[config.mk]
export PLATFORM = sky130hd
export DESIGN_NAME = irq_down_timer
export DESIGN_NICKNAME = d
export VERILOG_FILES = /design/src/rtl/tmr_pkg.sv /design/src/rtl/tmr_tick_sel.sv /design/src/rtl/tmr_regs.sv /design/src/rtl/tmr_core.sv /design/src/rtl/irq_down_timer.sv
export SDC_FILE = /design/constraint.sdc
export NUM_CORES = 1
export LEC_CHECK = 0
export BUFFER_PORTS_ARGS = -buffer_cell sky130_fd_sc_hd__buf_4
export CAP_MARGIN = 10
export CELL_PAD_IN_SITES_DETAIL_PLACEMENT = 1
export CELL_PAD_IN_SITES_GLOBAL_PLACEMENT = 2
export CORE_ASPECT_RATIO = 1.75
export CORE_MARGIN = 2
export CORE_UTILIZATION = 35
export DETAILED_ROUTE_END_ITERATION = 8
export PLACE_DENSITY = 0.86
export SYNTH_ARGS = -nofsm -noshare
export SYNTH_HDL_FRONTEND = slang
export SYNTH_HIERARCHICAL = 1
export SYNTH_SLANG_ARGS = --single-unit
[constraint.sdc]
create_clock -name clk -period 3.4 [get_ports clk]
set_input_delay 0.34 -clock clk [delete_from_list [all_inputs] [get_ports clk]]
set_output_delay 0.34 -clock clk [all_outputs]
set_load 0.05 [all_outputs]
[src/rtl/tmr_pkg.sv]
package tmr_pkg;
   localparam int unsigned REG_W = 32;

   // Register byte offsets
   localparam int unsigned OFS_CTRL = 'h00;
   localparam int unsigned OFS_STAT = 'h04;
   localparam int unsigned OFS_LOAD = 'h08;
   localparam int unsigned OFS_CMP  = 'h0C;
   localparam int unsigned OFS_CNT  = 'h10;

   // Control bit positions
   localparam int unsigned B_EN    = 0;
   localparam int unsigned B_ENLD  = 1;
   localparam int unsigned B_IEN   = 2;
   localparam int unsigned B_RLD   = 3;
   localparam int unsigned B_SRST  = 16;
   localparam int unsigned B_OVW   = 17;
   localparam int unsigned B_DBG   = 18;
   localparam int unsigned B_WAIT  = 19;
   localparam int unsigned B_STOP  = 21;
   localparam int unsigned B_CS_LO = 24;
   localparam int unsigned CS_W    = 2;

   // Writable bits, and bits that survive a soft reset
   localparam logic [REG_W-1:0] CTRL_WMASK = 32'h032F_000F;
   localparam logic [REG_W-1:0] CTRL_KEEP  = 32'h032E_000A;
endpackage

[src/rtl/tmr_tick_sel.sv]
module tmr_tick_sel #(
   parameter int unsigned SEL_W = 2
) (
   input  logic [SEL_W-1:0]         sel,
   input  logic [(1<<SEL_W)-1:0]    src,
   output logic                     tick
);
   localparam int unsigned NSRC = 1 << SEL_W;

   initial begin
      if (SEL_W < 1 || SEL_W > 4) $error("tmr_tick_sel: SEL_W out of range");
   end

   logic [NSRC-1:0] gated;

   generate
      for (genvar gi = 0; gi < NSRC; gi++) begin : g_src
         assign gated[gi] = src[gi] & (sel == SEL_W'(gi));
      end
   endgenerate

   assign tick = |gated;
endmodule

[src/rtl/tmr_regs.sv]
module tmr_regs
   import tmr_pkg::*;
#(
   parameter int unsigned ADDR_W      = 5,
   parameter int unsigned CNT_W       = 32,
   parameter int unsigned SRST_CYCLES = 4
) (
   input  logic                clk,
   input  logic                rst_n,
   input  logic                we,
   input  logic [ADDR_W-1:0]   addr,
   input  logic [REG_W-1:0]    wdata,
   input  logic                hit,
   output logic [REG_W-1:0]    ctrl_q,
   output logic [CNT_W-1:0]    load_q,
   output logic [CNT_W-1:0]    cmp_q,
   output logic                flag_q,
   output logic                srst,
   output logic                en_load,
   output logic                ovw_load
);
   localparam int unsigned SR_W = $clog2(SRST_CYCLES + 1);

   logic [SR_W-1:0] sr_cnt;
   logic wr_ctrl, wr_stat, wr_load, wr_cmp;

   assign srst    = ctrl_q[B_SRST];
   assign wr_ctrl = we & !srst & (addr == ADDR_W'(OFS_CTRL));
   assign wr_stat = we & !srst & (addr == ADDR_W'(OFS_STAT));
   assign wr_load = we & !srst & (addr == ADDR_W'(OFS_LOAD));
   assign wr_cmp  = we & !srst & (addr == ADDR_W'(OFS_CMP));

   assign en_load  = wr_ctrl & wdata[B_EN] & !ctrl_q[B_EN]
                   & wdata[B_ENLD] & !wdata[B_SRST];
   assign ovw_load = wr_load & ctrl_q[B_OVW];

   always_ff @(posedge clk or negedge rst_n) begin
      if (!rst_n) begin
         ctrl_q <= '0;
         sr_cnt <= '0;
      end else if (srst) begin
         if (sr_cnt <= SR_W'(1)) begin
            ctrl_q <= ctrl_q & CTRL_KEEP;
            sr_cnt <= '0;
         end else begin
            sr_cnt <= sr_cnt - SR_W'(1);
         end
      end else if (wr_ctrl) begin
         ctrl_q <= wdata & CTRL_WMASK;
         if (wdata[B_SRST]) sr_cnt <= SR_W'(SRST_CYCLES);
      end
   end

   always_ff @(posedge clk or negedge rst_n) begin
      if (!rst_n) begin
         load_q <= '0;
         cmp_q  <= '0;
      end else begin
         if (wr_load) load_q <= wdata[CNT_W-1:0];
         if (wr_cmp)  cmp_q  <= wdata[CNT_W-1:0];
      end
   end

   // Set beats clear when both arrive in one cycle
   always_ff @(posedge clk or negedge rst_n) begin
      if (!rst_n)                 flag_q <= 1'b0;
      else if (srst)              flag_q <= 1'b0;
      else if (hit)               flag_q <= 1'b1;
      else if (wr_stat & wdata[0]) flag_q <= 1'b0;
   end
endmodule

[src/rtl/tmr_core.sv]
module tmr_core #(
   parameter int unsigned CNT_W = 32
) (
   input  logic              clk,
   input  logic              rst_n,
   input  logic              srst,
   input  logic              step,
   input  logic              rld,
   input  logic              en_load,
   input  logic              ovw_load,
   input  logic [CNT_W-1:0]  ovw_val,
   input  logic [CNT_W-1:0]  load_q,
   input  logic [CNT_W-1:0]  cmp_q,
   output logic [CNT_W-1:0]  cnt_q,
   output logic              hit
);
   logic [CNT_W-1:0] nxt;

   always_comb begin
      if (cnt_q == '0) nxt = rld ? load_q : '1;
      else             nxt = cnt_q - CNT_W'(1);
   end

   assign hit = step & !srst & !ovw_load & !en_load & (nxt == cmp_q);

   always_ff @(posedge clk or negedge rst_n) begin
      if (!rst_n)        cnt_q <= '0;
      else if (srst)     cnt_q <= '0;
      else if (ovw_load) cnt_q <= ovw_val;
      else if (en_load)  cnt_q <= load_q;
      else if (step)     cnt_q <= nxt;
   end
endmodule

[src/rtl/irq_down_timer.sv]
module irq_down_timer
   import tmr_pkg::*;
#(
   parameter int unsigned ADDR_W      = 5,
   parameter int unsigned CNT_W       = 32,
   parameter int unsigned SRST_CYCLES = 4
) (
   input  logic               clk,
   input  logic               rst_n,
   input  logic               bus_we,
   input  logic [ADDR_W-1:0]  bus_addr,
   input  logic [31:0]        bus_wdata,
   output logic [31:0]        bus_rdata,
   input  logic               tick_pclk,
   input  logic               tick_hfref,
   input  logic               tick_lfclk,
   input  logic               dbg_mode,
   input  logic               wait_mode,
   input  logic               stop_mode,
   output logic               irq
);
   initial begin
      if (ADDR_W < 5)                 $error("irq_down_timer: ADDR_W must be at least 5");
      if (CNT_W < 8 || CNT_W > REG_W) $error("irq_down_timer: CNT_W out of range");
      if (SRST_CYCLES < 1)            $error("irq_down_timer: SRST_CYCLES must be at least 1");
   end

   logic [REG_W-1:0] ctrl_q;
   logic [CNT_W-1:0] load_q, cmp_q, cnt_q;
   logic flag_q, srst, en_load, ovw_load, hit, tick_sel, frozen, step;
   logic [REG_W-1:0] cnt_rd, load_rd, cmp_rd;

   tmr_regs #(.ADDR_W(ADDR_W), .CNT_W(CNT_W), .SRST_CYCLES(SRST_CYCLES)) u_regs (
      .clk(clk), .rst_n(rst_n), .we(bus_we), .addr(bus_addr), .wdata(bus_wdata),
      .hit(hit), .ctrl_q(ctrl_q), .load_q(load_q), .cmp_q(cmp_q), .flag_q(flag_q),
      .srst(srst), .en_load(en_load), .ovw_load(ovw_load)
   );

   tmr_tick_sel #(.SEL_W(CS_W)) u_tsel (
      .sel(ctrl_q[B_CS_LO +: CS_W]),
      .src({tick_lfclk, tick_hfref, tick_pclk, 1'b0}),
      .tick(tick_sel)
   );

   assign frozen = (dbg_mode  & !ctrl_q[B_DBG])
                 | (wait_mode & !ctrl_q[B_WAIT])
                 | (stop_mode & !ctrl_q[B_STOP]);
   assign step   = tick_sel & ctrl_q[B_EN] & !frozen & !srst;

   tmr_core #(.CNT_W(CNT_W)) u_core (
      .clk(clk), .rst_n(rst_n), .srst(srst), .step(step), .rld(ctrl_q[B_RLD]),
      .en_load(en_load), .ovw_load(ovw_load), .ovw_val(bus_wdata[CNT_W-1:0]),
      .load_q(load_q), .cmp_q(cmp_q), .cnt_q(cnt_q), .hit(hit)
   );

   generate
      if (CNT_W == REG_W) begin : g_full
         assign cnt_rd  = cnt_q;
         assign load_rd = load_q;
         assign cmp_rd  = cmp_q;
      end else begin : g_pad
         assign cnt_rd  = {{(REG_W-CNT_W){1'b0}}, cnt_q};
         assign load_rd = {{(REG_W-CNT_W){1'b0}}, load_q};
         assign cmp_rd  = {{(REG_W-CNT_W){1'b0}}, cmp_q};
      end
   endgenerate

   always_comb begin
      case (bus_addr)
         ADDR_W'(OFS_CTRL): bus_rdata = ctrl_q;
         ADDR_W'(OFS_STAT): bus_rdata = {31'd0, flag_q};
         ADDR_W'(OFS_LOAD): bus_rdata = load_rd;
         ADDR_W'(OFS_CMP):  bus_rdata = cmp_rd;
         ADDR_W'(OFS_CNT):  bus_rdata = cnt_rd;
         default:           bus_rdata = '0;
      endcase
   end

   assign irq = flag_q & ctrl_q[B_IEN];
endmodule

# Yosys cells after proc, flatten, opt, wreduce, memory -nomap -nowiden
# Cells that the tools add are included.
# W data, S select, Z words.
# word_totals
ram_bits	0
mem_bits_ro	0
mem_count	0
latchBits	0
input_bits	46
ff_bits	132
word_cells	84
# op_classes
shift	0
bitwise	28
n_div	0
mux	17
n_mul	0
order_cmp	1
addsub	2
reduce_logical	19
eq_ne	9
# ops
operator	count
$mux W32	9
$pmux W32 S5	1
$eq A32 B32 Y1	1
$logic_not A32 Y1	1
$sub A32 B1 Y32 const B	1
$and A1 B1 Y1	25
$mux W3	4
$eq A5 B4 Y1 const B	2
$logic_not A1 Y1	9
$reduce_and A2 Y1	3
$eq A5 B3 Y1 const B	1
$eq A5 B5 Y1 const B	1
$logic_not A5 Y1	1
$eq A2 B2 Y1 const B	2
$reduce_bool A2 Y1	2
$reduce_bool A4 Y1	1
$le A3 B1 Y1 const B	1
$mux W1	3
$reduce_bool A3 Y1	1
$reduce_or A3 Y1	1
$sub A3 B1 Y3 const B	1
$eq A2 B1 Y1 const B	1
$ne A2 B2 Y1 const B	1
$or A1 B1 Y1	2
$not A1 Y1	1

# Logic depth before layout (Yosys ltp)
# logic_depth
word_depth	13
mapped_depth	15
ltp_nobuf	12

# Modules after synthesis
# Netlist, hierarchy kept.
# by_module_without_submodules
mod	instances	area_each_um2	seq_area_each_um2	cells_per_inst
tmr_core	1	3634.7	800.8	495
tmr_regs	1	3439.5	1976.9	219
irq_down_timer	1	982.2	0.0	129
tmr_tick_sel	1	22.5	0.0	1

# Worst setup path before layout
# No wires, ideal clock.
# synth_path
kind	register to register
start	register u_core.cnt_q[9]
end	register u_regs.flag_q
n_path_buf	2
slack_ps	-390
arrival_ps	3690
stages_incl_launch_ff	13
path_cell_list	dfrtp_1 -> or4_4 -> or3_1 -> buf_6 -> or4_1 -> buf_2 -> nor2_2 -> nor3_1 -> a2111o_1 -> or4_4 -> nor4_2 -> nor2_1 -> a311oi_1
# synth_between
elab_chain_len	6
# synth_rtl
item	line	rtl
start, declared	tmr_core.sv:14	output logic [CNT_W-1:0] cnt_q,
start signal, assigned	tmr_core.sv:29	else if (ovw_load) cnt_q <= ovw_val;
start signal, assigned	tmr_core.sv:30	else if (en_load) cnt_q <= load_q;
start signal, assigned	tmr_core.sv:31	else if (step) cnt_q <= nxt;
$sub A32 B1 Y32 or $logic_not A32 Y1 (tied branches)	tmr_core.sv:21, tmr_core.sv:20	
$mux W32 (*)	tmr_core.sv:20	if (cnt_q == '0) nxt = rld ? load_q : '1;
$eq A32 B32 Y1 (*)	tmr_core.sv:24	assign hit = step & !srst & !ovw_load & !en_load & (nxt == cmp_q);
$and A1 B1 Y1 (*)	tmr_core.sv:24	
net hit	irq_down_timer.sv:30	logic flag_q, srst, en_load, ovw_load, hit, tick_sel, frozen, step;
$mux W1	tmr_regs.sv:68	else if (hit) flag_q <= 1'b1;
$mux W1	tmr_regs.sv:67	else if (srst) flag_q <= 1'b0;
end signal, assigned	tmr_regs.sv:67	
end signal, assigned	tmr_regs.sv:68	
end signal, assigned	tmr_regs.sv:69	else if (wr_stat & wdata[0]) flag_q <= 1'b0;
end, declared	tmr_regs.sv:17	output logic flag_q,
# Mark *: on every way through the listed nets, which the timed path passes. The rest lies on a longest branch.
# A chain may end at the register's enable or synchronous reset.

# Worst setup path in the final report
# layout_path
start	register u_core.cnt_q[18]
end	register u_regs.flag_q
# The elaborated chain is that of the path after synthesis.

==> results.cfg <==
[place]
place_area_sq_um = 9810
io_buffer_count = 78
hpwl_mm = 25.6
gp_congestion = 0.958

[pwr]
ir_drop_mv = 0.308
power_mw = 7.77
power_density_nw_per_um2 = 754
p_leak_nw = 4.72

[yosys]
synth-edff-count = 0
seq_area_frac_synth = 0.344
yosysUniqueCellTypes = 87
synth_seq_cells = 111
synth_top_area_frac = 0.344
syn_inst = 844
yosys.area.top_type = dfrtp_1
synth_ff_type = dfrtp_1
synth_area_per_cell_sq_um = 9.57
async_flop_share = 1.00
ys_top_cells_by_area = dfrtp_1 34%, mux2_2 7.0%, mux2i_1 5.2%, a221o_1 4.0%, mux2_4 3.7%
yosys_warnings = 6
synth_area_sq_um = 8080

[worst_setup_path]
crit_chain = or4_4 > or3_4 > buf_12 > or4_4 > o21ai_2 > nor2_1 > a2111o_1 > or4_4 > nor4_4 > inv_1 > a311oi_1
worstSetupPathDepth = 11
cp_top_family = simple AND/OR/NAND/NOR gates
critPathRequiredTime_ps = 3680
slowest_stage = or4_4
path_max_fanout = 17
crit_path_end_kind = flip-flop
cp_data_arrival_time_ps = 4110
reg2reg_depth = 11
path_buf_inv = 2
crit_top_cell = or4_4
critPathLaunchType = flip-flop
slowest_delay_ps = 540
critPathKind = flip-flop to flip-flop

[sta]
rsz0062_at_grt = true
final.min_clock_period_ps = 3820
clock_skew_ps = 9.69
hold_ws_ps = 71.7
post-route-period-util = 1.12
postLayoutSetupSlackWorst_ps = -424
setup_viol = 1
worstMarginPinSlew_ps = 902
drv_slew = 0
fin_tns_setup_ps = -424
hold_viol = 0
relSlewSlack = 0.398
fmax_mhz = 262

[job]
drv_cap = 0

[cts]
worstSkewPairLatency_ps = 380
cts-htree-levels = 3
clockBufferDepth = 2
clkTransAtPathRegs_ps = 70
cts_sinks = 111
root_buffer = clkbuf_16
numCtsBuffers = 9
cts_tree = done

[global_routing]
grt_pass1_wl_mm = 51.1
grt_overflow = 0
antenna_found_initial = 1
grt_pass1_vias = 8296
track_usage = 0.282
grt_max_degree = 69

[routing]
drt_iter0_drc = 437
drcViolationCount = 0
viasPerCell = 5.85
drtPass1Iterations = 7
via_count = 7766
finalWirelength_mm = 33.9
ant_nets = 0
wl_per_cell_microns = 25.5

[floorplanning]
core_area_sq_um = 22700
dieArea_sq_um = 24400
die_w_microns = 119
initial_utilization = 0.355
fp-row-count = 73
die_h_microns = 205
num_io_pins = 79

[hold_path]
hold_path.class = input port to asynchronous set/reset pin

[finish]
fin_nets = 1072
syn2layout_area_growth_pct = 27.5
final_common_cell = buf_4
layout-drive-gt1-share = 0.349
design_area_sq_um = 10300
layout_common_cells = 218 x buf_4, 111 x dfrtp_1, 60 x nor2_1, 58 x nand2_1, 50 x mux2_2

[status]
outcome = complete, but fails checks
violations = negative setup slack
[layer usage]
metal / vias to the layer above / share of wire / global-route usage
met5: - / 0 / 0
met4: 0 / 0.055 / 0.162
met3: 76 / 0.029 / 0.0356
met2: 176 / 0.54 / 0.527
met1: 3989 / 0.38 / 0.301
li1: 3525 / - / -
[Yosys cell counts, types with 12 or more instances]
library cell and instances:
a221o_1 32, a22o_1 30, buf_2 15, buf_4 22, clkbuf_1 28, dfrtp_1 111
inv_1 32, mux2_2 50, mux2_4 20, mux2i_1 42, nand2_1 58, nand3_1 12
nand4_1 12, nor2_1 63, nor3_1 17, nor4_1 17, o21ai_0 44, o22ai_1 34
or3_1 13, xnor2_1 13
[sequential cells by signal, summed over array words and instances (netlist names)]
signal / flops
u_core/cnt_q: 32
u_regs/cmp_q: 32
u_regs/ctrl_q: 11
u_regs/flag_q: 1
u_regs/load_q: 32
u_regs/sr_cnt: 3
[path summary, 6_finish.rpt]
check,startpoint,endpoint,slack (ps)
setup / recovery,u_core/cnt_q[18],u_regs/flag_q,-420
hold / removal,rst_n,u_regs/load_q[23],70
setup reg to reg,u_core/cnt_q[18],u_regs/flag_q,-420
hold reg to reg,u_regs/ctrl_q[1],u_regs/ctrl_q[1],530
max in group asynchronous,rst_n,u_regs/cmp_q[5],2440
min in group clk,bus_wdata[5],u_regs/cmp_q[5],200
[per-stage QoR]
step / util / std cells / worst slack [ps]
final: 0.453 / 1328 / -424
after detailed placement: 0.432 / 1307 / -547
after CTS: 0.449 / 1325 / -334
after global routing: 0.453 / 1327 / -516
after floorplan: - / 864 / -149
after global placement: 0.432 / 1307 / -385
[power breakdown]
part	leakage [nW]	switching (mW)	internal, mW
logic	3.11	2.42	2.18
clock network	0.154	0.517	0.648
registers	1.45	0.393	1.61
[worst register-to-register path: cells and delay by family (launching register included)]
family,cells,cell delay (ps)
AOI/OAI and AO/OA,3,740
DFF,1,390
and+or+nand+nor,6,2340
buffers and inverters,2,250
[kinds of logic after synthesis]
group	share of synthesized area
AND/OR/NAND/NOR	0.171
AO/OA/AOI/OAI	0.205
multiplexers	0.166
buffers and inverters	0.0799
flip-flops	0.344
XOR/XNOR	0.0266
adder cells (fa/ha/maj)	0.00620
other	0.000930
[timing repair]
item,4_1_cts,5_1_grt
pin swaps,2,5
hold buffers,0,0
hold endpoints to repair,0,0
resized for setup,11,15
buffers inserted,2,2
setup endpoints to repair,1,1
[final cells by class]
cell class / count / area (sq um)
fillers: 2618 / 12400
multi-input cells: 641 / 4910
repair buffers: 227 / 1800
clock buffers: 11 / 233
flip-flops and latches: 111 / 2780
well taps: 300 / 375
clock inverters: 5 / 82.6
inverters: 32 / 120
diodes: 1 / 2.50
Note: power is estimated with default switching activity, not from simulation.
